File: src/rtl/irq_arb_pkg.sv
`timescale 1ns/1ps
// Package: shared level type and encodings for the interrupt arbiter.
// Assumes levels are ordered numerically, so a larger code is a higher level.
package irq_arb_pkg;
    localparam int LVL_W = 2;
    typedef logic [LVL_W-1:0] lvl_t;
    localparam lvl_t LVL_NONE = 2'd0;
    localparam lvl_t LVL_LOW  = 2'd1;
    localparam lvl_t LVL_HIGH = 2'd2;
    localparam lvl_t LVL_TOP  = 2'd3;
endpackage

File: src/rtl/irq_level_map.sv
`timescale 1ns/1ps
// Module: irq_level_map
// Turns each request line and its select bit into an effective level.
// The first NUM_TOP vectors are promoted to the top level and the rest to
// the high level. A masked or idle line yields LVL_NONE.
// Assumes request lines are already synchronous to clk.
module irq_level_map
    import irq_arb_pkg::*;
#(
    parameter int NUM_VEC = 10,
    parameter int NUM_TOP = 2
) (
    input  logic [NUM_VEC-1:0]            req_i,
    input  logic [NUM_VEC-1:0]            sel_i,
    input  logic                          en_i,
    output logic [NUM_VEC-1:0][LVL_W-1:0] lvl_o
);
    for (genvar g = 0; g < NUM_VEC; g++) begin : g_vec
        localparam lvl_t ELEV = (g < NUM_TOP) ? LVL_TOP : LVL_HIGH;
        // Grade one vector: masked or idle gives none, else low or elevated.
        always_comb begin
            if (req_i[g] && en_i)
                lvl_o[g] = sel_i[g] ? ELEV : LVL_LOW;
            else
                lvl_o[g] = LVL_NONE;
        end
    end
endmodule

File: src/rtl/irq_prio_pick.sv
`timescale 1ns/1ps
// Module: irq_prio_pick
// Finds the highest level among the graded vectors. Ties go to the lowest
// index. Purely combinational; valid_o is 0 when no vector is graded.
module irq_prio_pick
    import irq_arb_pkg::*;
#(
    parameter int NUM_VEC = 10,
    localparam int IDX_W  = $clog2(NUM_VEC)
) (
    input  logic [NUM_VEC-1:0][LVL_W-1:0] lvl_i,
    output logic                          valid_o,
    output logic [IDX_W-1:0]              idx_o,
    output lvl_t                          lvl_o
);
    // Scan from the top index down so an equal level at a lower index wins.
    always_comb begin
        lvl_o = LVL_NONE;
        idx_o = '0;
        for (int i = NUM_VEC - 1; i >= 0; i--) begin
            if (lvl_i[i] != LVL_NONE && lvl_i[i] >= lvl_o) begin
                lvl_o = lvl_i[i];
                idx_o = IDX_W'(i);
            end
        end
        valid_o = (lvl_o != LVL_NONE);
    end
endmodule

File: src/rtl/irq_level_stack.sv
`timescale 1ns/1ps
// Module: irq_level_stack
// LIFO of levels in service. A push and a pop in the same cycle replace the
// top entry. A pop on an empty stack and a push on a full one are dropped.
// top_o is LVL_NONE when empty.
module irq_level_stack
    import irq_arb_pkg::*;
#(
    parameter int DEPTH  = 3,
    localparam int CNT_W = $clog2(DEPTH + 1)
) (
    input  logic             clk,
    input  logic             rst_n,
    input  logic             push_i,
    input  logic             pop_i,
    input  lvl_t             lvl_i,
    output lvl_t             top_o,
    output logic [CNT_W-1:0] cnt_o
);
    logic [DEPTH-1:0][LVL_W-1:0] slot_q;
    logic [CNT_W-1:0]            cnt_q;
    logic [CNT_W-1:0]            wr_ptr;
    logic                        do_pop;
    logic                        do_push;

    // Qualify strobes against the fill level and choose the write slot.
    always_comb begin
        do_pop  = pop_i && (cnt_q != '0);
        do_push = push_i && (do_pop || cnt_q != CNT_W'(DEPTH));
        wr_ptr  = do_pop ? cnt_q - 1'b1 : cnt_q;
    end

    // Track the number of occupied slots.
    always_ff @(posedge clk) begin
        if (!rst_n)
            cnt_q <= '0;
        else if (do_push && !do_pop)
            cnt_q <= cnt_q + 1'b1;
        else if (do_pop && !do_push)
            cnt_q <= cnt_q - 1'b1;
    end

    for (genvar g = 0; g < DEPTH; g++) begin : g_slot
        // Store a pushed level in its slot.
        always_ff @(posedge clk) begin
            if (!rst_n)
                slot_q[g] <= LVL_NONE;
            else if (do_push && wr_ptr == CNT_W'(g))
                slot_q[g] <= lvl_i;
        end
    end

    // Read out the most recent entry.
    always_comb begin
        top_o = LVL_NONE;
        for (int i = 0; i < DEPTH; i++)
            if (cnt_q == CNT_W'(i + 1))
                top_o = slot_q[i];
    end

    assign cnt_o = cnt_q;
endmodule

File: src/rtl/irq_level_arbiter.sv
`timescale 1ns/1ps
// Module: irq_level_arbiter (top)
// Grades requests, picks a winner, and raises cpu_irq_o when the winner
// outranks the level in service. The grant is held until the CPU
// acknowledges it. The acknowledge pushes the granted level and the return
// strobe pops it.
// Assumes: strobes are single-cycle, and request lines are synchronous.
module irq_level_arbiter
    import irq_arb_pkg::*;
#(
    parameter int NUM_VEC    = 10,
    parameter int NUM_TOP    = 2,
    parameter int DEPTH      = 3,
    parameter int VEC_W      = 8,
    parameter int VEC_BASE   = 3,
    parameter int VEC_STRIDE = 8,
    localparam int IDX_W     = $clog2(NUM_VEC),
    localparam int CNT_W     = $clog2(DEPTH + 1)
) (
    input  logic               clk,
    input  logic               rst_n,
    input  logic [NUM_VEC-1:0] req_i,
    input  logic [NUM_VEC-1:0] prio_sel_i,
    input  logic               glob_en_i,
    input  logic               ack_i,
    input  logic               reti_i,
    output logic               cpu_irq_o,
    output logic [VEC_W-1:0]   vec_addr_o,
    output logic [LVL_W-1:0]   cur_level_o
);
    logic [NUM_VEC-1:0][LVL_W-1:0] vec_lvl;
    logic                          best_vld;
    logic [IDX_W-1:0]              best_idx;
    lvl_t                          best_lvl;
    lvl_t                          top_lvl;
    logic [CNT_W-1:0]              stk_cnt;
    logic                          pend_q;
    logic [IDX_W-1:0]              pend_idx;
    lvl_t                          pend_lvl;
    logic                          accept;
    logic                          take;

    irq_level_map #(.NUM_VEC(NUM_VEC), .NUM_TOP(NUM_TOP)) u_map (
        .req_i (req_i),
        .sel_i (prio_sel_i),
        .en_i  (glob_en_i),
        .lvl_o (vec_lvl)
    );

    irq_prio_pick #(.NUM_VEC(NUM_VEC)) u_pick (
        .lvl_i   (vec_lvl),
        .valid_o (best_vld),
        .idx_o   (best_idx),
        .lvl_o   (best_lvl)
    );

    irq_level_stack #(.DEPTH(DEPTH)) u_stack (
        .clk    (clk),
        .rst_n  (rst_n),
        .push_i (take),
        .pop_i  (reti_i),
        .lvl_i  (pend_lvl),
        .top_o  (top_lvl),
        .cnt_o  (stk_cnt)
    );

    // Decide whether the winner may interrupt, and whether a grant is taken.
    always_comb begin
        accept = best_vld && (best_lvl > top_lvl);
        take   = ack_i && pend_q;
    end

    // Hold the grant until it is acknowledged, else re-arbitrate each cycle.
    always_ff @(posedge clk) begin
        if (!rst_n) begin
            pend_q   <= 1'b0;
            pend_idx <= '0;
            pend_lvl <= LVL_NONE;
        end else if (take) begin
            pend_q   <= 1'b0;
        end else if (!pend_q) begin
            pend_q   <= accept;
            pend_idx <= best_idx;
            pend_lvl <= best_lvl;
        end
    end

    // Form the entry address of the held vector.
    always_comb begin
        vec_addr_o = VEC_W'(VEC_BASE) + VEC_W'(VEC_STRIDE) * VEC_W'(pend_idx);
    end

    assign cpu_irq_o   = pend_q;
    assign cur_level_o = top_lvl;
endmodule

File: config.mk
export PLATFORM = sky130hd
export DESIGN_NAME = irq_level_arbiter
export DESIGN_NICKNAME = d
export VERILOG_FILES = /design/src/rtl/irq_arb_pkg.sv /design/src/rtl/irq_level_map.sv /design/src/rtl/irq_prio_pick.sv /design/src/rtl/irq_level_stack.sv /design/src/rtl/irq_level_arbiter.sv
export SDC_FILE = /design/constraint.sdc
export NUM_CORES = 1
export LEC_CHECK = 0
export BUFFER_PORTS_ARGS = -buffer_cell sky130_fd_sc_hd__buf_4
export CAP_MARGIN = 20
export CORE_MARGIN = 5
export CORE_UTILIZATION = 60
export CTS_CLUSTER_DIAMETER = 60
export DETAILED_ROUTE_END_ITERATION = 16
export PLACE_DENSITY = 0.95
export SLEW_MARGIN = 10
export SYNTH_ARGS = -nofsm -noshare
export SYNTH_HDL_FRONTEND = slang
export SYNTH_SLANG_ARGS = --single-unit
export TNS_END_PERCENT = 5
File: constraint.sdc
create_clock -name clk -period 32 [get_ports clk]
set_input_delay 1.6 -clock clk [delete_from_list [all_inputs] [get_ports clk]]
set_output_delay 1.6 -clock clk [all_outputs]
set_load 0.03 [all_outputs]
Word-level counts from Yosys, hierarchy flattened
Cells that the tools add are included.

operators by class
  multiplexer cells = 47
  equal/unequal tests = 6
  add/sub/neg operators = 3
  $lt $le $gt $ge = 11
  bitwise gates (word level) = 3
  reductions and logical operators = 48

operators by type and width
  operator                                                               count
  2-bit two-way mux                                                      36
  4-bit two-way mux                                                      10
  1-bit logical AND                                                      29
  2-bit nonzero test                                                     13
  2-bit >= comparator                                                    9
  2-bit by 7-bit adder with 8-bit output, first input constant           1
  2-bit == test, second input constant                                   3
  2-bit by 1-bit == test with 1-bit output, second input constant        2
  1-bit NOT                                                              3
  2-bit by 1-bit adder with 2-bit output, second input constant          1
  2-bit by 1-bit >= comparator with 1-bit output, second input constant  1
  2-bit > comparator                                                     1
  1-bit zero test                                                        2
  2-bit zero test                                                        1
  2-bit inequality test, second input constant                           1
  2-bit AND reduction                                                    1
  2-bit OR reduction                                                     1
  2-bit by 1-bit subtractor with 2-bit output, second input constant     1
  1-bit logical OR                                                       1
  1-bit two-way mux                                                      1

storage, ports and cells
  bits in registers = 15
  input bits = 25
  output and inout bits = 11

Longest topological paths before layout
Gate-level depths: netlist of run 1.

  depth in word-level cells = 35
  depth in mapped cells = 62
  mapped depth without buffers = 59

Hierarchy
From an unflattened synthesis of run 1, not the netlist that was laid out.

unflattened totals
  cell total of the unflattened synthesis = 240
  area, all modules = 1863.0 um^2

by module, submodules not included
  module             area each (um^2)  instances  cells each
  irq_prio_pick      855.8             1          123
  irq_level_stack    488.0             1          58
  irq_level_arbiter  364.1             1          37
  irq_level_map      155.1             1          22

Least setup slack after synthesis of run 1
Ideal clock, no wire load.

  kind = input port to flip-flop
  start point = input glob_en_i
  end point = register pend_q, in the netlist cpu_irq_o
  stages on the path = 58
  path buffers = 3
  setup slack = 20383 ps
  arrival time = 11497 ps
  required time = 31880 ps
  cell sequence = buf_4 > clkbuf_1 > clkbuf_1 > nand2_1 > nor2_1 > ha_1 > nand2b_1 > a21o_1 > nand2_1 > o21ai_0 > ha_1 > nand2b_1 > a31o_2 > a32oi_1 > nor3_1 > ha_1 > nand2b_1 > o21a_1 > [22 not listed] > nand2_1 > a31oi_1 > o21ai_2 > ha_1 > nor2b_1 > o21ai_0 > a21oi_1 > nand2b_1 > ha_1 > nand2b_1 > a21oi_1 > nor2_1 > mux2i_1 > ha_1 > a21oi_1 > a21oi_1 > o211a_1 > o31a_1

between the ends
  longest elaborated chain between the ends = 35
  elaborated cells between the ends (all ways) = 64
  those cells by class = order compare: 11; mux: 21; reduce/logical: 32

ends and longest elaborated chain
  item                                                                                         line                                          text
  from (decl)                                                                                  irq_level_arbiter.sv:24                       input logic glob_en_i,
  1-bit logical AND                                                                            irq_level_map.sv:22                           if (req_i[g] && en_i)
  2-bit two-way mux                                                                            irq_level_map.sv:22
  2-bit by 1-bit >= comparator with 1-bit output / 2-bit nonzero test (equally long branches)  irq_prio_pick.sv:21                           if (lvl_i[i] != LVL_NONE && lvl_i[i] >= lvl_o) begin
  1-bit logical AND                                                                            irq_prio_pick.sv:21
  2-bit two-way mux                                                                            irq_prio_pick.sv:21
  2-bit >= comparator                                                                          irq_prio_pick.sv:21
  1-bit logical AND                                                                            irq_prio_pick.sv:21
  2-bit two-way mux                                                                            irq_prio_pick.sv:21
  [20 not listed]                                                                              n/a
  2-bit two-way mux                                                                            irq_prio_pick.sv:21
  2-bit >= comparator                                                                          irq_prio_pick.sv:21
  1-bit logical AND                                                                            irq_prio_pick.sv:21
  2-bit two-way mux (*)                                                                        irq_prio_pick.sv:21
  named net best_lvl[1]                                                                        irq_level_arbiter.sv:34                       lvl_t best_lvl;
  2-bit > comparator / 2-bit nonzero test (equally long branches)                              irq_level_arbiter.sv:69, irq_prio_pick.sv:26
  1-bit logical AND (*)                                                                        irq_level_arbiter.sv:69                       accept = best_vld && (best_lvl > top_lvl);
  1-bit two-way mux (*)                                                                        irq_level_arbiter.sv:81                       end else if (!pend_q) begin
  to (signal assigned)                                                                         irq_level_arbiter.sv:82                       pend_q <= accept;
  to (decl)                                                                                    irq_level_arbiter.sv:37                       logic pend_q;

The timed path passes the listed nets; every way through them passes the cells marked *.
A chain may end at the register's enable or synchronous reset.

Worst setup path after layout of run 1
Ends and elaborated chain as after synthesis.

==> impl_metrics.py, run 1 <==
metrics = {
    "placement": {
        "io_buffers": 31,
        "dp_slack_ns": 19.62,
        "place_congestion": 0.926,
        "dp_hpwl_um": 3340,
    },
    "detailed_routing": {
        "ant_nets": 0,
        "vias_per_cell": 6.08,
        "first_pass_iters": 4,
        "wl_per_cell_um": 13.4,
        "drt-initial-drc-count": 100,
        "drc": 0,
        "drt-total-wl_um": 4050,
        "vias": 1841,
    },
    "die": {
        "dieWidth_um": 65.0,
        "core_um2": 2980,
        "die_h_um": 65.0,
        "start_util": 0.610,
        "rows": 20,
        "io_pins": 36,
        "die_area_um2": 4230,
    },
    "power": {
        "ir_drop_uv": 12.1,
        "p_leak_nw": 0.915,
        "netSwitchingFraction": 0.421,
        "pwr_density_cell_nw_per_um2": 37.7,
        "p_switching_w": 0.0000328,
        "p_seq_frac": 0.327,
        "clkPwrFrac": 0.135,
        "internal_power_w": 0.0000452,
        "p_comb_frac": 0.537,
    },
    "critical_path": {
        "r2r_end": "u_stack.cnt_o[1]",
        "crit_path_frequent_cell": "ha_1",
        "slowest_delay_ns": 0.43,
        "end_kind": "register",
        "slowest_stage": "a221o_1",
        "worstPathRequired_ns": 32.18,
        "crit_arrival_ns": 12.35,
        "reg2reg_depth": 9,
        "timing.rr.start": "u_stack.cnt_o[0]",
        "critPathLaunchType": "primary input",
        "rrSetupSlack_ns": 29.81,
        "critPathKind": "in2reg",
        "path_max_fanout": 29,
    },
    "sta": {
        "tightest_slew_ns": 0.519,
        "finalCriticalPeriod_ns": 12.18,
        "finalHoldViolCount": 0,
        "setup_violations": 0,
        "fmax_mhz": 82.1,
        "rsz0062_at_grt": "no",
        "setup_tns_ns": 0,
        "final.setup.worst_slack_ns": 19.82,
        "slew_headroom": 0.654,
        "skew_ns": 0.00710,
        "slew_viol_final": 0,
        "post-route-period-util": 0.380,
    },
    "yosys": {
        "synth_edf_count": 0,
        "synth_ff_type": "dfxtp_1",
        "yosys_warnings": 0,
        "avgSynthCellArea_um2": 7.47,
        "synth_cells": 243,
        "ys_async_sr_fraction": 0,
        "ys_seq_area_frac": 0.165,
        "synth_cell_types": 52,
        "yosys_register_bits": 15,
        "synth_area_um2": 1820,
    },
    "hold_path": {
        "hold_path.class": "reg2reg",
        "hp-start": "pend_idx[0]",
        "hold-path-endpoint": "pend_idx[0]",
        "min_path_cells": 1,
    },
    "finish": {
        "antenna_cells": 0,
        "final_core_util": 0.694,
        "area_growth_pct": 13.9,
        "fill_cells": 260,
        "drive_above_1_share": 0.163,
        "final_nets": 314,
    },
    "clock_network": {
        "cts_resized": 0,
        "h-tree-depth": 1,
        "clock_latency_ns": 0.28,
        "numCtsBuffers": 3,
        "cts_root_buffer": "clkbuf_4",
        "clk_pin_slew_ns": 0.09,
        "postCtsSetupRepairBufs": 0,
        "cts_hold_buf": 0,
        "cts_tree": "yes",
        "clk_path_buf_depth": 2,
        "clock-sinks": 15,
    },
    "global_route": {
        "antenna_found_initial": 0,
        "grt_first_pass_wirelength_um": 7330,
        "grt_usage": 0.209,
        "grt_overflow": 0,
        "grt_max_degree": 30,
        "grt_pass1_vias": 1833,
    },
    "flow_run": {
        "maxCapViolCount": 0,
    },
    "outcome": {
        "outcome": "complete, no violations",
    },
}
-- cell type report --
class	instances	area, µm²	share of cell area
clock buffers	4	26.3	0.0127
multi-input cells	210	1430	0.691
well taps	33	41.3	0.0200
flip-flops and latches	15	300	0.145
repair buffers	31	233	0.113
inverters	10	37.5	0.0182
-- through the flow --
step                      cells  hold slack [ns]  total power, W  area [µm²]
final                       303            0.515       0.0000779        2070
after global routing        303            0.554       0.0000855        2070
after detailed placement    299            0.493       0.0000676        2040
after CTS                   303            0.515       0.0000782        2070
after floorplan             245            0.483       0.0000570        1820
after global placement      299            0.486       0.0000658        2040
-- worst max path at each step --
| stage | startpoint | end | cells past startpoint |
|---|---|---|---|
| after floorplan | glob_en_i | cpu_irq_o | 58 |
| after global placement | glob_en_i | cpu_irq_o | 56 |
| after detailed placement | glob_en_i | cpu_irq_o | 57 |
| after CTS | glob_en_i | cpu_irq_o | 57 |
| after global routing | glob_en_i | cpu_irq_o | 58 |
| final | glob_en_i | cpu_irq_o | 57 |
-- power groups by stage --
stage	clock network, W	logic, W	registers, W
floorplan	0	0.0000309	0.0000261
global placement	0	0.0000402	0.0000256
detailed placement	0	0.0000416	0.0000259
CTS	0.0000109	0.0000418	0.0000255
global route	0.0000120	0.0000474	0.0000261
finish	0.0000106	0.0000419	0.0000255
-- state kept, by name, indices dropped and copies added, names as in the netlist --
signal / cells
cpu_irq_o: 1
u_stack.cnt_o: 2
pend_idx: 4
u_stack.slot_q: 6
pend_lvl: 2
-- layout by cell type (no fill, tap or decap), types with 8 or more instances in the layout --
cell       n
nand2_1   31
buf_4     31
ha_1      18
a21oi_1   15
dfxtp_1   15
nand2b_1  14
nor2_1    14
nor2b_1   12
o21ai_0   11
inv_1     10
mux2i_1    8
-- Yosys cell counts, types with 2 or more instances --
cell type  number  area [µm²]
nor2b_1        12        75.1
a22o_1          2        17.5
o31ai_1         2        15.0
maj3_1          3        30.0
o21a_1          4        30.0
nor3b_1         2        15.0
o211a_1         2        20.0
nor3_1          6        30.0
o21ba_2         2        20.0
a21o_1          2        15.0
conb_1          2        7.51
clkbuf_1        5        18.8
dfxtp_1        15         300
and2_1          6        37.5
inv_1          10        37.5
o21ai_0        11        55.1
a32oi_1         3        26.3
a32o_1          5        50.1
nor2_1         14        52.6
o21ai_2         2        17.5
a31oi_1         4        25.0
a21oi_1        15        75.1
mux2i_1         8        80.1
or2_2           2        12.5
nand2b_1       14        87.6
nand2_1        31         116
o211ai_1        3        22.5
buf_4           5        37.5
ha_1           18         225
and3_1          6        37.5
nand3_1         6        30.0
-- logic make-up (layout without fill, tap and decap cells) --
logic type	count (synthesis)	count (layout)	share of synthesized area
flops	15	15	0.165
xor+xnor	2	2	0.00965
mux	8	8	0.0441
compound gates	67	67	0.270
simple gates	108	108	0.314
buf+inv	20	45	0.0517
other cells	2	4	0.00414
fa+ha+maj	21	21	0.141
-- metal layers --
layer / part of all wire / global-route usage / up-vias / wire length, µm
met5: 0 / 0 / - / 0
met4: 0.014 / 0.0950 / 0 / 57
met3: 0.053 / 0.0243 / 6 / 213
met2: 0.51 / 0.396 / 56 / 2050
met1: 0.43 / 0.229 / 841 / 1730
li1: - / - / 938 / -
-- worst max-delay path: cells and delay by family --
| family | cells | cell delay [ns] |
|---|---|---|
| buffers and inverters | 2 | 0.42 |
| and+or+nand+nor | 23 | 3.09 |
| AOI/OAI and AO/OA | 20 | 3.97 |
| muxes | 1 | 0.22 |
| adders and majority gates | 11 | 3.05 |
Power figures use the tool's default switching activity.
==> run 2, diff against run 1 <==
Settings changed: ABC_AREA from default to 1, CORE_UTILIZATION 60 to 50, PLACE_DENSITY 0.95 to 0.88.
Clock period 32 ns to 10.97 ns, I/O delays scaled along.
==> run 2 against run 1 <==
Effect of this change:
- global-route usage is 4.8 points lower
- first-iteration DRC count is 46% lower
- largest cell class unchanged
- count of clock-buffer cells in the layout stayed put
- clock skew is 0.0034 ns lower
- cell count is 17% higher
- area after synthesis is 5.9% lower
- setup slack worse by 18 ns
- design area is 4.1% lower
- sequential share of layout area is 0.61 points higher
==> impl_metrics.py, run 2 <==
metrics = {
    "hold_path": {
        "hold-path-endpoint": "pend_idx[3]",
        "hp-start": "pend_idx[3]",
        "min_path_cells": 2,
        "hold_path.class": "reg2reg",
    },
    "finish": {
        "final_nets": 351,
        "largest_register": "u_stack.slot_q",
        "final_core_util": 0.599,
        "fill_cells": 344,
        "largest_reg_flops": 6,
        "area_growth_pct": 16.0,
        "antenna_cells": 0,
        "top_regs": "u_stack.slot_q (6), pend_idx (4)",
        "mostFrequentLayoutCell": "nand2_1",
        "layout_common_cells": "nand2_1, inv_1, buf_4",
        "drive_above_1_share": 0.192,
    },
    "global_route": {
        "grt_overflow": 0,
        "grt_max_degree": 18,
        "antenna_found_initial": 0,
        "grt_pass1_vias": 1540,
        "grt_first_pass_wirelength_um": 5970,
        "grt_usage": 0.161,
    },
    "clock_network": {
        "clk_path_buf_depth": 2,
        "postCtsSetupRepairBufs": 0,
        "clk_pin_slew_ns": 0.09,
        "clock-sinks": 15,
        "cts_hold_buf": 0,
        "h-tree-depth": 1,
        "numCtsBuffers": 3,
        "cts_tree": "yes",
        "cts_root_buffer": "clkbuf_4",
        "clock_latency_ns": 0.28,
        "cts_resized": 0,
    },
    "yosys": {
        "post-synth-top-count-cell": "nand2_1",
        "yosys_warnings": 0,
        "ys_async_sr_fraction": 0,
        "yosys_register_bits": 15,
        "synth_area_um2": 1710,
        "ys_seq_area_frac": 0.176,
        "synth_edf_count": 0,
        "avgSynthCellArea_um2": 6.17,
        "yosysTopAreaCellShare": 0.176,
        "synth_ff_type": "dfxtp_1",
        "synth_cells": 277,
        "synth_top_area_cell": "dfxtp_1",
        "yosys-top-cells-area": "dfxtp_1, nand2_1, ha_1",
        "synth_top_cells_by_count": "nand2_1, inv_1, a21oi_1, nand3_1, nor2_1",
        "synth_cell_types": 33,
    },
    "sta": {
        "post-route-period-util": 0.833,
        "setup_violations": 0,
        "skew_ns": 0.00374,
        "finalCriticalPeriod_ns": 9.14,
        "finalHoldViolCount": 0,
        "fmax_mhz": 109,
        "slew_viol_final": 0,
        "rsz0062_at_grt": "no",
        "setup_tns_ns": 0,
    },
    "power": {
        "p_leak_nw": 1.11,
        "pwr_density_cell_nw_per_um2": 135,
        "ir_drop_uv": 43.5,
    },
    "critical_path": {
        "critPathKind": "in2reg",
        "cp.depth": 68,
        "end_kind": "register",
        "path_max_fanout": 17,
        "reg2reg_depth": 9,
        "slowest_delay_ns": 0.30,
        "timing.rr.start": "u_stack.cnt_o[0]",
        "r2r_end": "u_stack.slot_q[3]",
        "crit_arrival_ns": 9.37,
        "crit_family": "simple AND/OR/NAND/NOR gates",
        "slowest_stage": "maj3_2",
        "worstPathRequired_ns": 11.20,
        "path_buf_inv": 8,
        "rrSetupSlack_ns": 8.95,
        "critPathLaunchType": "primary input",
        "crit_path_frequent_cell": "nand2_1",
    },
    "die": {
        "core_um2": 3310,
        "io_pins": 36,
        "rows": 21,
        "dieWidth_um": 68.5,
        "start_util": 0.516,
        "die_area_um2": 4690,
        "die_h_um": 68.5,
    },
    "placement": {
        "io_buffers": 31,
        "place_congestion": 0.868,
        "dp_hpwl_um": 3000,
    },
    "detailed_routing": {
        "first_pass_iters": 4,
        "vias": 1716,
        "ant_nets": 0,
        "drc": 0,
        "drt-initial-drc-count": 54,
        "drt-total-wl_um": 3480,
        "wl_per_cell_um": 9.85,
        "vias_per_cell": 4.86,
    },
    "flow_run": {
        "maxCapViolCount": 0,
    },
    "outcome": {
        "outcome": "complete, no violations",
    },
}
-- run 2: cell types whose count changed after synthesis, moves of 6 or more --
cell      before  now
inv_1         10   52
nand2_1       31   62
nand3_1        6   22
nand2b_1      14    0
nor2b_1       12    0
mux2i_1        8    0
nand3_2        0    8
a21oi_1       15   22
and3_1         6    0
-- run 2: area by class of cell --
type / instances / area [µm²] / share of cell area
Sequential cell: 15 / 300 / 0.151
Timing Repair Buffer: 31 / 233 / 0.117
Multi-Input combinational cell: 201 / 1150 / 0.580
Tap cell: 46 / 57.6 / 0.0290
Inverter: 56 / 216 / 0.109
Clock buffer: 4 / 26.3 / 0.0132
-- run 2: routing by layer --
layer  share of wire  wire length (µm)  GRT usage  vias up
met1            0.46              1610      0.194      743
met5               0                 0          0        -
met4          0.0095                33     0.0422        0
li1                -                 -          -      937
met3           0.044               152     0.0213        4
met2            0.48              1680      0.294       32
-- run 2: logic make-up after synthesis --
family                   after synthesis  share of synthesized area
other                                  2                    0.00439
XOR/XNOR                               3                     0.0154
AO/OA/AOI/OAI                         43                      0.130
AND/OR/NAND/NOR                      131                      0.374
buffers and inverters                 63                      0.156
adder cells (fa/ha/maj)               20                      0.145
flip-flops                            15                      0.176
-- run 2: power breakdown --
part | internal [W] | total, W | switching [W] | leakage [nW]
combinational | 0.0000610 | 0.000157 | 0.0000958 | 0.977
sequential | 0.0000679 | 0.0000795 | 0.0000116 | 0.123
clock | 0.0000141 | 0.0000312 | 0.0000171 | 0.0150
total | 0.000143 | 0.000268 | 0.000125 | 1.11
-- run 2: worst reg2reg max path: stages (launching register included) --
cell and delay (ns):
dfxtp_1 0.41, inv_1 0.11, ha_1 0.20, nor2_1 0.16, inv_1 0.10, o21ai_0 0.28
inv_1 0.10, nor3_1 0.34, o21ai_0 0.13, a21oi_1 0.12
-- run 2: worst max path at each step --
| stage | endpoint | slack (ns) | startpoint |
|---|---|---|---|
| CTS | cpu_irq_o | 1.78 | glob_en_i |
| global placement | cpu_irq_o | 1.74 | glob_en_i |
| detailed placement | cpu_irq_o | 1.52 | glob_en_i |
| global route | cpu_irq_o | 0.79 | glob_en_i |
| finish | cpu_irq_o | 1.83 | glob_en_i |
| floorplan | cpu_irq_o | 2.47 | glob_en_i |
-- run 2: stage by stage --
stage | total power [W] | area, µm² | cells | worst slack, ns | hold slack (ns)
2_1_floorplan | 0.000199 | 1720 | 279 | 2.47 | 0.457
3_3_place_gp | 0.000231 | 1960 | 349 | 1.74 | 0.448
3_5_place_dp | 0.000238 | 1960 | 349 | 1.52 | 0.456
4_1_cts | 0.000269 | 1980 | 353 | 1.78 | 0.468
5_1_grt | 0.000297 | 1980 | 353 | 0.792 | 0.488
6_report | 0.000268 | 1980 | 353 | 1.83 | 0.463
